<file path="config.mk">
export PLATFORM = sky130hd
export DESIGN_NAME = misc_alias_reg
export DESIGN_NICKNAME = d
export VERILOG_FILES = /design/src/rtl/misc_alias_pkg.sv /design/src/rtl/misc_alias_decode.sv /design/src/rtl/misc_alias_update.sv /design/src/rtl/misc_alias_reg.sv
export SDC_FILE = /design/constraint.sdc
export NUM_CORES = 1
export LEC_CHECK = 0
export ABC_CLOCK_PERIOD_IN_PS = 5000
export BUFFER_PORTS_ARGS = -buffer_cell sky130_fd_sc_hd__buf_2
export CORE_MARGIN = 4
export CORE_UTILIZATION = 40
export CTS_CLUSTER_DIAMETER = 30
export DETAILED_ROUTE_END_ITERATION = 6
export PLACE_DENSITY = 0.92
export SLEW_MARGIN = 10
export SYNTH_ARGS = -nofsm -noshare
export SYNTH_HDL_FRONTEND = slang
export SYNTH_SLANG_ARGS = --single-unit
</file>
<file path="constraint.sdc">
create_clock -name clk -period 5 [get_ports clk]
set_input_delay 0.25 -clock clk [delete_from_list [all_inputs] [get_ports clk]]
set_output_delay 0.25 -clock clk [all_outputs]
set_load 0.05 [all_outputs]
</file>
<file path="src/rtl/misc_alias_pkg.sv">
package misc_alias_pkg;

    // Decoded meaning of one bus access
    typedef enum logic [2:0] {
        OP_IDLE,
        OP_LOAD,
        OP_AND,
        OP_OR,
        OP_CLEAR,
        OP_READ,
        OP_BAD
    } acc_op_e;

endpackage

</file>
<file path="src/rtl/misc_alias_decode.sv">
module misc_alias_decode
    import misc_alias_pkg::*;
#(
    parameter int GEN       = 0,
    parameter int OFF_W     = 17,
    parameter int SIZE_W    = 4,
    parameter int FULL_SIZE = 8,
    parameter int BASE_G0   = 'h4020,
    parameter int BASE_G1   = 'h6080
) (
    input  logic              req_valid,
    input  logic              req_write,
    input  logic [OFF_W-1:0]  word_off,
    input  logic [SIZE_W-1:0] req_size,
    output acc_op_e           op
);

    localparam int BASE_OFF   = (GEN == 0) ? BASE_G0 : BASE_G1;
    localparam logic [OFF_W-1:0] OFF_BASE   = OFF_W'(BASE_OFF);
    localparam logic [OFF_W-1:0] OFF_ALIAS1 = OFF_W'(BASE_OFF + 1);
    localparam logic [OFF_W-1:0] OFF_ALIAS2 = OFF_W'(BASE_OFF + 2);

    acc_op_e alias1_op;

    generate
        if (GEN == 0) begin : g_and_alias
            assign alias1_op = OP_AND;
        end else begin : g_clear_alias
            assign alias1_op = OP_CLEAR;
        end
    endgenerate

    always_comb begin
        op = OP_IDLE;
        if (req_valid) begin
            if (req_size != SIZE_W'(FULL_SIZE)) begin
                op = OP_BAD;
            end else if (!req_write) begin
                op = (word_off == OFF_BASE) ? OP_READ : OP_BAD;
            end else if (word_off == OFF_BASE) begin
                op = OP_LOAD;
            end else if (word_off == OFF_ALIAS1) begin
                op = alias1_op;
            end else if (word_off == OFF_ALIAS2) begin
                op = OP_OR;
            end else begin
                op = OP_BAD;
            end
        end
    end

endmodule

</file>
<file path="src/rtl/misc_alias_update.sv">
module misc_alias_update
    import misc_alias_pkg::*;
#(
    parameter int DATA_W = 64,
    parameter int IMPL_W = 16
) (
    input  acc_op_e           op,
    input  logic [DATA_W-1:0] cur,
    input  logic [DATA_W-1:0] wdata,
    output logic              store_en,
    output logic [DATA_W-1:0] next_val
);

    localparam int LOW_W = DATA_W - IMPL_W;
    localparam logic [DATA_W-1:0] KEEP_MASK = {{IMPL_W{1'b1}}, {LOW_W{1'b0}}};

    logic [DATA_W-1:0] raw;

    always_comb begin
        raw      = cur;
        store_en = 1'b0;
        unique case (op)
            OP_LOAD:  begin raw = wdata;       store_en = 1'b1; end
            OP_AND:   begin raw = cur & wdata; store_en = 1'b1; end
            OP_OR:    begin raw = cur | wdata; store_en = 1'b1; end
            OP_CLEAR: begin raw = '0;          store_en = 1'b1; end
            default:  begin raw = cur;         store_en = 1'b0; end
        endcase
        next_val = raw & KEEP_MASK;
    end

endmodule

</file>
<file path="src/rtl/misc_alias_reg.sv">
module misc_alias_reg
    import misc_alias_pkg::*;
#(
    parameter int GEN    = 0,
    parameter int ADDR_W = 20,
    parameter int DATA_W = 64,
    parameter int IMPL_W = 16,
    parameter int SIZE_W = 4
) (
    input  logic              clk,
    input  logic              rst,
    input  logic              req_valid,
    input  logic              req_write,
    input  logic [ADDR_W-1:0] req_addr,
    input  logic [SIZE_W-1:0] req_size,
    input  logic [DATA_W-1:0] req_wdata,
    output logic              rsp_valid,
    output logic [DATA_W-1:0] rsp_rdata,
    output logic              unimpl_pulse,
    output logic              irq
);

    localparam int LANE_BITS = 3;
    localparam int OFF_W     = ADDR_W - LANE_BITS;
    localparam int FULL_SIZE = DATA_W / 8;

    acc_op_e           dec_op;
    logic              store_en;
    logic [DATA_W-1:0] next_val;
    logic [DATA_W-1:0] stored_q;
    logic [LANE_BITS-1:0] byte_lane_unused;

    assign byte_lane_unused = req_addr[LANE_BITS-1:0];

    misc_alias_decode #(
        .GEN       (GEN),
        .OFF_W     (OFF_W),
        .SIZE_W    (SIZE_W),
        .FULL_SIZE (FULL_SIZE)
    ) u_decode (
        .req_valid (req_valid),
        .req_write (req_write),
        .word_off  (req_addr[ADDR_W-1:LANE_BITS]),
        .req_size  (req_size),
        .op        (dec_op)
    );

    misc_alias_update #(
        .DATA_W (DATA_W),
        .IMPL_W (IMPL_W)
    ) u_update (
        .op       (dec_op),
        .cur      (stored_q),
        .wdata    (req_wdata),
        .store_en (store_en),
        .next_val (next_val)
    );

    always_ff @(posedge clk) begin
        if (rst) begin
            stored_q <= '0;
            irq      <= 1'b0;
        end else if (store_en) begin
            stored_q <= next_val;
            irq      <= next_val[DATA_W-1];
        end
    end

    always_ff @(posedge clk) begin
        if (rst) begin
            rsp_valid    <= 1'b0;
            rsp_rdata    <= '0;
            unimpl_pulse <= 1'b0;
        end else begin
            rsp_valid    <= req_valid && !req_write;
            rsp_rdata    <= (dec_op == OP_READ) ? stored_q : '0;
            unimpl_pulse <= (dec_op == OP_BAD);
        end
    end

endmodule

</file>
==> impl_metrics.toml, run 1 <==
[run_status]
status = "complete, no violations"

[pwr]
ir_worst_vdd_v = 0.000104
p_per_area_nw_per_um2 = 300
p_total_mw = 0.585
p_leak_nw = 0.871

[global_route]
grt_pass1_vias = 1226
grt_usage = 0.117
grt_pass1_wl_um = 4930
antenna_found_initial = 0
grt_max_degree = 20
grt-ovfl-total = 0

[timing]
report.final.slew_viol_count = 0
slew_headroom = 0.292
finalClockSkew_ps = 4.88
timing.final.crit_share = 0.493
period_minus_slack_ps = 2460
tightest_slew_ps = 1050
setup_tns_ps = 0
finalSetupViolations = 0
timing.fmax_mhz = 406
rsz0062_at_grt = "no"
finalHoldViolCount = 0
hold_slack_ps = 203

[clocking]
cts-resized-gates = 0
numCtsBuffers = 5
cts.reportedPaths.clkPinSlew_ps = 60
clockBufferDepth = 2
cts_hold_buf = 0
h-tree-depth = 2
cts_tree = "built"
cts_root_buffer = "clkbuf_8"
cts_num_sinks = 34
insertion_delay_ps = 280
postCtsSetupBuffers = 0

[die]
rows = 23
dieArea_um2 = 5380
io-pin-count = 159
core_area_um2 = 4060
initial_core_util = 0.421
dieWidth_um = 73.4
fp.dieH_um = 73.4

[routing]
wl_per_cell_um = 10.7
drtIter0Drc = 76
ant_nets = 0
dr.pass1.iters = 4
routed_wirelength_um = 3190
vias = 1286
viasPerCell = 4.33
route.detailed.drc = 0

[place]
post-dp-hpwl_um = 2490
numPortBuffers = 59
dp_cells = 289
place_congestion = 0.710

[setup_path]
crit_path_max_incr_delay_ps = 1010
regToRegStartpoint = "stored_q[51]"
cp.required_ps = 5160
path_cells = "buf_2 -> nor4b_2 -> nand4_2 -> or4_1 -> a2111oi_0"
critical_path_class = "in -> reg"
path_delay_family = "simple AND/OR/NAND/NOR gates"
worstPathArrival_ps = 2630
ff2ff_path_depth = 2
rrSetupSlack_ps = 4150
cp-start-kind = "primary input"
path_buf_inv = 1
cp_max_fo = 19
crit_path_end_kind = "flip-flop"
slowest_stage = "or4_1"
rr_endpoint = "stored_q[51]"

[synthesis]
ys_seq_area_frac = 0.398
synthCells = 187
ys_async_sr_fraction = 0
ys_warn_count = 0
synth_cell_types = 24
synth_edf_count = 0
ys_ff_latch = 34
synthesis.area_um2 = 1710
avgSynthCellArea_um2 = 9.14
synth-main-ff-cell = "dfxtp_1"

[min_path]
hold_path.class = "in -> reg"
min_to = "rsp_valid"
whs_path_depth = 2
hp-start = "req_write"

[cells_and_area]
final_cell_mix = "buf_2 (59), conb_1 (48), dfxtp_1 (34)"
diodes = 0
fin_nets = 338
fin_cells = 297
synthToLayoutAreaGrowth_pct = 14.1
layout_commonest_cell = "buf_2"
drive_gt1_frac = 0.328

[run]
cap_violations = 0
==> registers in the layout (all words and copies together), names as in the netlist <==
name / count
unimpl_pulse: 1
stored_q: 16
rsp_valid: 1
rsp_rdata: 16
==> stage by stage <==
step	cell area [um2]	setup slack [ps]	util
after floorplan	1890	3000	-
after global placement	1860	2240	0.458
after detailed placement	1860	2220	0.458
after CTS	1950	2510	0.480
after global routing	1950	2310	0.480
final	1950	2540	0.480
==> routing by layer <==
layer,part of all wire,GRT usage,vias up
li1,-,-,643
met4,0.016,0.0483,0
met5,0,0,-
met3,0.12,0.0492,5
met1,0.37,0.114,568
met2,0.49,0.216,70
==> power breakdown <==
| group | switching, mW | total (mW) | internal (mW) |
|---|---|---|---|
| logic | 0.0964 | 0.111 | 0.0149 |
| clock network | 0.0908 | 0.202 | 0.111 |
| registers | 0.000221 | 0.272 | 0.272 |
| total | 0.187 | 0.585 | 0.397 |
==> worst register-to-register path, stage by stage (launching register included) <==
cell and delay [ps]:
dfxtp_1 340, inv_1 50, a2111oi_0 340
==> cell type report <==
type / count / area [um2]
inverter: 16 / 60.1
timing repair buffer: 59 / 295
clock inverter: 1 / 5.00
multi-input combinational: 130 / 759
tap: 50 / 62.6
sequential: 34 / 681
fill: 388 / 2110
clock buffer: 7 / 86.3
==> synth_stat cells, types with 2 or more instances <==
cell,number,area share
a2111oi_2,10,0.088
inv_1,16,0.035
nor3_1,16,0.047
clkbuf_1,4,0.0088
nor2_1,19,0.042
and2_1,16,0.059
nand2_1,3,0.0066
nor4_2,2,0.015
dfxtp_1,34,0.40
buf_4,48,0.21
a2111oi_0,6,0.031
==> logic make-up after synthesis <==
family / after synthesis / share of synthesized area
AO/OA/AOI/OAI: 17 / 0.122
buffers and inverters: 70 / 0.264
flip-flops: 34 / 0.398
other: 1 / 0.00219
AND/OR/NAND/NOR: 65 / 0.214
==> how the worst max path moves through the flow <==
stage	startpoint	end	slack [ps]	cells past startpoint
after floorplan	req_addr[10]	stored_q[52]	3000	6
after global placement	req_addr[10]	stored_q[60]	2240	5
after detailed placement	req_addr[10]	stored_q[60]	2220	5
after CTS	req_addr[10]	stored_q[60]	2510	5
after global routing	req_addr[10]	stored_q[51]	2310	5
final	req_addr[10]	stored_q[51]	2540	5
(Power assumes the default switching activity.)
==> run 2, diff against run 1 <==
--- a/config.mk
+++ b/config.mk
@@ -5,13 +5,14 @@
 export SDC_FILE = /design/constraint.sdc
 export NUM_CORES = 1
 export LEC_CHECK = 0
-export ABC_CLOCK_PERIOD_IN_PS = 5000
+export ABC_AREA = 1
+export ABC_CLOCK_PERIOD_IN_PS = 2300
 export BUFFER_PORTS_ARGS = -buffer_cell sky130_fd_sc_hd__buf_2
 export CORE_MARGIN = 4
-export CORE_UTILIZATION = 40
+export CORE_UTILIZATION = 41
 export CTS_CLUSTER_DIAMETER = 30
 export DETAILED_ROUTE_END_ITERATION = 6
-export PLACE_DENSITY = 0.92
+export PLACE_DENSITY = 0.87
 export SLEW_MARGIN = 10
 export SYNTH_ARGS = -nofsm -noshare
 export SYNTH_HDL_FRONTEND = slang
==> constraint.sdc (replaced) <==
create_clock -name clk -period 2.3 [get_ports clk]
set_input_delay 0.115 -clock clk [delete_from_list [all_inputs] [get_ports clk]]
set_output_delay 0.115 -clock clk [all_outputs]
set_load 0.05 [all_outputs]
==> impl_metrics.toml, run 2 <==
[timing]
finalHoldViolCount = 0
timing.fmax_mhz = 775
timing.final.crit_share = 0.561
setup_tns_ps = 0
finalSetupViolations = 0
rsz0062_at_grt = "no"
finalClockSkew_ps = 4.70
report.final.slew_viol_count = 0
finalWorstSetupSlack_ps = 1010
period_minus_slack_ps = 1290

[clocking]
h-tree-depth = 2
numCtsBuffers = 5
cts.reportedPaths.clkPinSlew_ps = 60
insertion_delay_ps = 280
cts_root_buffer = "clkbuf_8"
cts_hold_buf = 0
postCtsSetupBuffers = 0
cts_num_sinks = 34
cts-resized-gates = 0
cts_tree = "built"
clockBufferDepth = 2

[die]
io-pin-count = 159
core_area_um2 = 5110
fp.dieH_um = 80.6
dieArea_um2 = 6490
initial_core_util = 0.423
dieWidth_um = 80.6
rows = 26

[synthesis]
synth_edf_count = 0
ys_async_sr_fraction = 0
synth_most_common_cell = "nand2_1"
synth_top_area_frac = 0.315
ys_seq_area_frac = 0.315
ys_top_cells_by_count = "nand2_1 (61), inv_1 (49), buf_4 (48), nor2_1 (48), dfxtp_1 (34)"
synthCells = 316
synth_cell_types = 24
ys_ff_latch = 34
synth_area_leader_cell = "dfxtp_1"
synth.area.top_cells = "dfxtp_1 (32%), buf_4 (17%), nand2_1 (11%)"
ys_warn_count = 0
avgSynthCellArea_um2 = 6.83
synthesis.area_um2 = 2160
synth-main-ff-cell = "dfxtp_1"

[global_route]
grt-ovfl-total = 0
grt_pass1_vias = 1630
antenna_found_initial = 0
grt_max_degree = 33
grt_usage = 0.126
grt_pass1_wl_um = 6510

[setup_path]
cp-start-kind = "primary input"
worstPathArrival_ps = 1460
cp.required_ps = 2470
crit_path_end_kind = "flip-flop"
critical_path_class = "in -> reg"
cp_max_fo = 32

[routing]
wl_per_cell_um = 9.59
vias = 1821
dr.pass1.iters = 4
route.detailed.drc = 0
viasPerCell = 4.09
routed_wirelength_um = 4270
wl_met1_um = 1640
ant_nets = 0
routed-wl-met2_um = 2210
drtIter0Drc = 58
wl_met3_um = 369
top_layer = "met4"

[pwr]
p_leak_nw = 1.25
p_total_mw = 1.30
p_per_area_nw_per_um2 = 549
ir_worst_vdd_v = 0.000240

[cells_and_area]
diodes = 0
post-route-util = 0.464
synthToLayoutAreaGrowth_pct = 9.80
layout_commonest_cell = "nand2_1"
num-fill-cells = 550
largestRegisters = "rsp_rdata: 16 flops, stored_q: 16 flops"
drive_gt1_frac = 0.256
final_cell_mix = "nand2_1 (61), buf_2 (59), inv_1 (49)"
fin_nets = 466
stdcell_area_um2 = 2370

[place]
numPortBuffers = 59
place_congestion = 0.727
place_ws_ps = 719
place_area_um2 = 2280
post-dp-hpwl_um = 3120

[run_status]
status = "complete, no violations"

[run]
cap_violations = 0

[min_path]
hold_path.class = "in -> reg"
run 2: cell count changes in the layout (fill, tap and decap cells not counted), moves of 10 or more:
cell       delta
nor3_1       -15
nor2_1       +29
a2111oi_2    -10
and2_1       -16
o21ai_1      +16
nor2_2       +14
inv_1        +33
nand2_1      +58
a21oi_1      +15
run 2: cells by family after synthesis:
logic type | synth area share
and+or+nand+nor | 0.303
buffers and inverters | 0.303
DFF | 0.315
AOI/OAI and AO/OA | 0.0777
other | 0.00174
run 2: per-layer routing:
metal,global-route usage,up-vias
met4,0.0355,0
met2,0.242,71
met5,0,-
met3,0.0359,4
li1,-,956
met1,0.132,790
run 2: path summary, 6_finish.rpt:
path	from	endpoint	slack, ps	cells past startpoint
hold reg to reg	stored_q[53]	rsp_rdata[53]	450	2
setup reg to reg	stored_q[61]	stored_q[61]	1580	4
setup / recovery	req_addr[14]	stored_q[61]	1010	11
hold / removal	rst	rsp_valid	20	2
run 2: critical path, stage by stage:
cell and delay, ps:
buf_2 110, nor2_1 90, nand2_1 80, nor2_2 140, nand3_2 110, nand2_2 110
nand2_4 80, nor2_8 350, nand2_1 100, nor2_1 120, nor2_1 50
run 2: area by class of cell:
type / count / area [um2] / area share
Multi-Input combinational cell: 219 / 1000 / 0.422
Sequential cell: 34 / 681 / 0.287
Timing Repair Buffer: 61 / 310 / 0.131
Inverter: 53 / 199 / 0.0839
Tap cell: 70 / 87.6 / 0.0370
Clock buffer: 7 / 86.3 / 0.0364
Clock inverter: 1 / 5.00 / 0.00211
run 2: metrics by stage:
stage | std cells | hold WS, ps
after global placement | 437 | 302
after detailed placement | 437 | 306
after CTS | 445 | 7.81
final | 445 | 19.8
after global routing | 445 | 4.83
after floorplan | 363 | 192
run 2: power by group:
| part | leakage [nW] | total (mW) | switching, mW | internal [mW] |
|---|---|---|---|---|
| sequential | 0.274 | 0.590 | 0.000269 | 0.590 |
| clock | 0.0482 | 0.446 | 0.204 | 0.241 |
| combinational | 0.924 | 0.265 | 0.224 | 0.0404 |
==> run 3, diff against run 2 <==
--- a/config.mk
+++ b/config.mk
@@ -6,13 +6,13 @@
 export NUM_CORES = 1
 export LEC_CHECK = 0
 export ABC_AREA = 1
-export ABC_CLOCK_PERIOD_IN_PS = 2300
+export ABC_CLOCK_PERIOD_IN_PS = 1150
 export BUFFER_PORTS_ARGS = -buffer_cell sky130_fd_sc_hd__buf_2
 export CORE_MARGIN = 4
-export CORE_UTILIZATION = 41
+export CORE_UTILIZATION = 37
 export CTS_CLUSTER_DIAMETER = 30
 export DETAILED_ROUTE_END_ITERATION = 6
-export PLACE_DENSITY = 0.87
+export PLACE_DENSITY = 0.83
 export SLEW_MARGIN = 10
 export SYNTH_ARGS = -nofsm -noshare
 export SYNTH_HDL_FRONTEND = slang
==> constraint.sdc (replaced) <==
create_clock -name clk -period 1.15 [get_ports clk]
set_input_delay 0.0575 -clock clk [delete_from_list [all_inputs] [get_ports clk]]
set_output_delay 0.0575 -clock clk [all_outputs]
set_load 0.05 [all_outputs]
==> impl_metrics.toml, run 3 (same netlist as run 2, synthesis figures left out) <==
[pwr]
p_comb_frac = 0.201
power_switching_mw = 0.895
p_per_area_nw_per_um2 = 993
p_total_mw = 2.88
p_clk_frac = 0.388
p_leak_nw = 1.46
p_sw_frac = 0.311
p_seq_frac = 0.411
p_int_mw = 1.98
ir_worst_vdd_v = 0.000593

[global_route]
grt_pass1_vias = 1786
grt_max_degree = 33
grt-ovfl-total = 0
antenna_found_initial = 0
grt_pass1_wl_um = 7520
grt_usage = 0.127

[die]
core_area_um2 = 5570
rows = 27
initial_core_util = 0.387
io-pin-count = 159
dieArea_um2 = 7120
fp.dieH_um = 84.4
dieWidth_um = 84.4

[place]
numPortBuffers = 59
place_congestion = 0.783
place_ws_ps = -240
place_area_um2 = 2400
post-dp-hpwl_um = 3500

[clocking]
cts_root_buffer = "clkbuf_8"
cts.reportedPaths.clkPinSlew_ps = 70
insertion_delay_ps = 290
h-tree-depth = 2
numCtsBuffers = 5
clockBufferDepth = 2
cts_num_sinks = 34
cts_tree = "built"

[timing]
finalHoldViolCount = 0
finalSetupViolations = 0
finalClockSkew_ps = 2.57
timing.final.crit_share = 0.982
hold_slack_ps = 80.4
period_minus_slack_ps = 1130
report.final.slew_viol_count = 0
finalWorstSetupSlack_ps = 21.1
rsz0062_at_grt = "yes"
timing.fmax_mhz = 886

[setup_path]
cp.required_ps = 1330
worstPathArrival_ps = 1310
cp-start-kind = "primary input"
cp_max_fo = 5
crit_path_end_kind = "flip-flop"
critical_path_class = "in -> reg"

[cells_and_area]
stdcell_area_um2 = 2900
drive_gt1_frac = 0.440
synthToLayoutAreaGrowth_pct = 34.1
largestRegisters = "rsp_rdata: 16 flops, stored_q: 16 flops"
diodes = 0
fin_nets = 485
layout_commonest_cell = "buf_2"
final_cell_mix = "buf_2 (55), conb_1 (48), inv_1 (43)"

[routing]
ant_nets = 0
wl_per_cell_um = 11.4
route.detailed.drc = 0
dr.pass1.iters = 4
viasPerCell = 4.17
drtIter0Drc = 46
routed_wirelength_um = 5290
vias = 1940

[min_path]
hold_path.class = "in -> reg"

[run]
cap_violations = 0

[run_status]
status = "complete, no violations"
-- run 3: cell type report --
type	instances	area, um2
clock buffers	6	82.6
clock inverters	1	30.0
fillers	521	2680
inverters	53	199
multi-input cells	219	1200
flip-flops and latches	34	681
well taps	72	90.1
repair buffers	80	612
-- run 3: metrics by stage --
step           cells  TNS (ps)   util
2_1_floorplan    363         0      -
3_3_place_gp     448     -2960  0.430
3_5_place_dp     448     -4230  0.430
4_1_cts          456         0  0.452
5_1_grt          465      -626  0.519
6_report         465         0  0.519
-- run 3: power groups by stage --
| stage | clock [mW] | combinational, mW | sequential (mW) |
|---|---|---|---|
| 6_report | 1.12 | 0.579 | 1.18 |
| 5_1_grt | 1.18 | 0.611 | 1.18 |
| 4_1_cts | 1.15 | 0.537 | 1.18 |
| 3_5_place_dp | 0 | 0.534 | 1.21 |
| 3_3_place_gp | 0 | 0.528 | 1.21 |
| 2_1_floorplan | 0 | 0.547 | 1.22 |
-- run 3: timing repair --
| action | CTS | global route |
|---|---|---|
| buffers inserted | 0 | 4 |
| endpoints found under the setup margin | 0 | 16 |
| resized for setup | 0 | 75 |
| endpoints found under the hold margin | 1 | 0 |
| hold buffers | 1 | 0 |
-- run 3: path summary, 6_finish.rpt --
kind | startpoint | end | slack, ps | depth (start not counted)
setup / recovery | req_size[0] | stored_q[58] | 20 | 10
hold / removal | req_write | rsp_valid | 80 | 3
setup reg to reg | stored_q[58] | stored_q[58] | 390 | 4
hold reg to reg | stored_q[54] | rsp_rdata[54] | 450 | 2
-- run 3: per-layer routing --
layer  share of wire  vias up  global-route usage  routed length (um)
met5               0        -                   0                   0
met1            0.39      861               0.136                2040
met2            0.52       79               0.233                2770
li1                -      991                   -                   -
met4           0.015        0              0.0432                  78
met3           0.076        9              0.0432                 400
-- run 3: critical path: stages --
cell and delay [ps]:
buf_2 100, nor2_1 170, nand2_1 140, nor2_4 160
nand2_4 90, nor2_8 210, buf_12 150, nand2_2 60
nor2_1 100, nor2_1 60
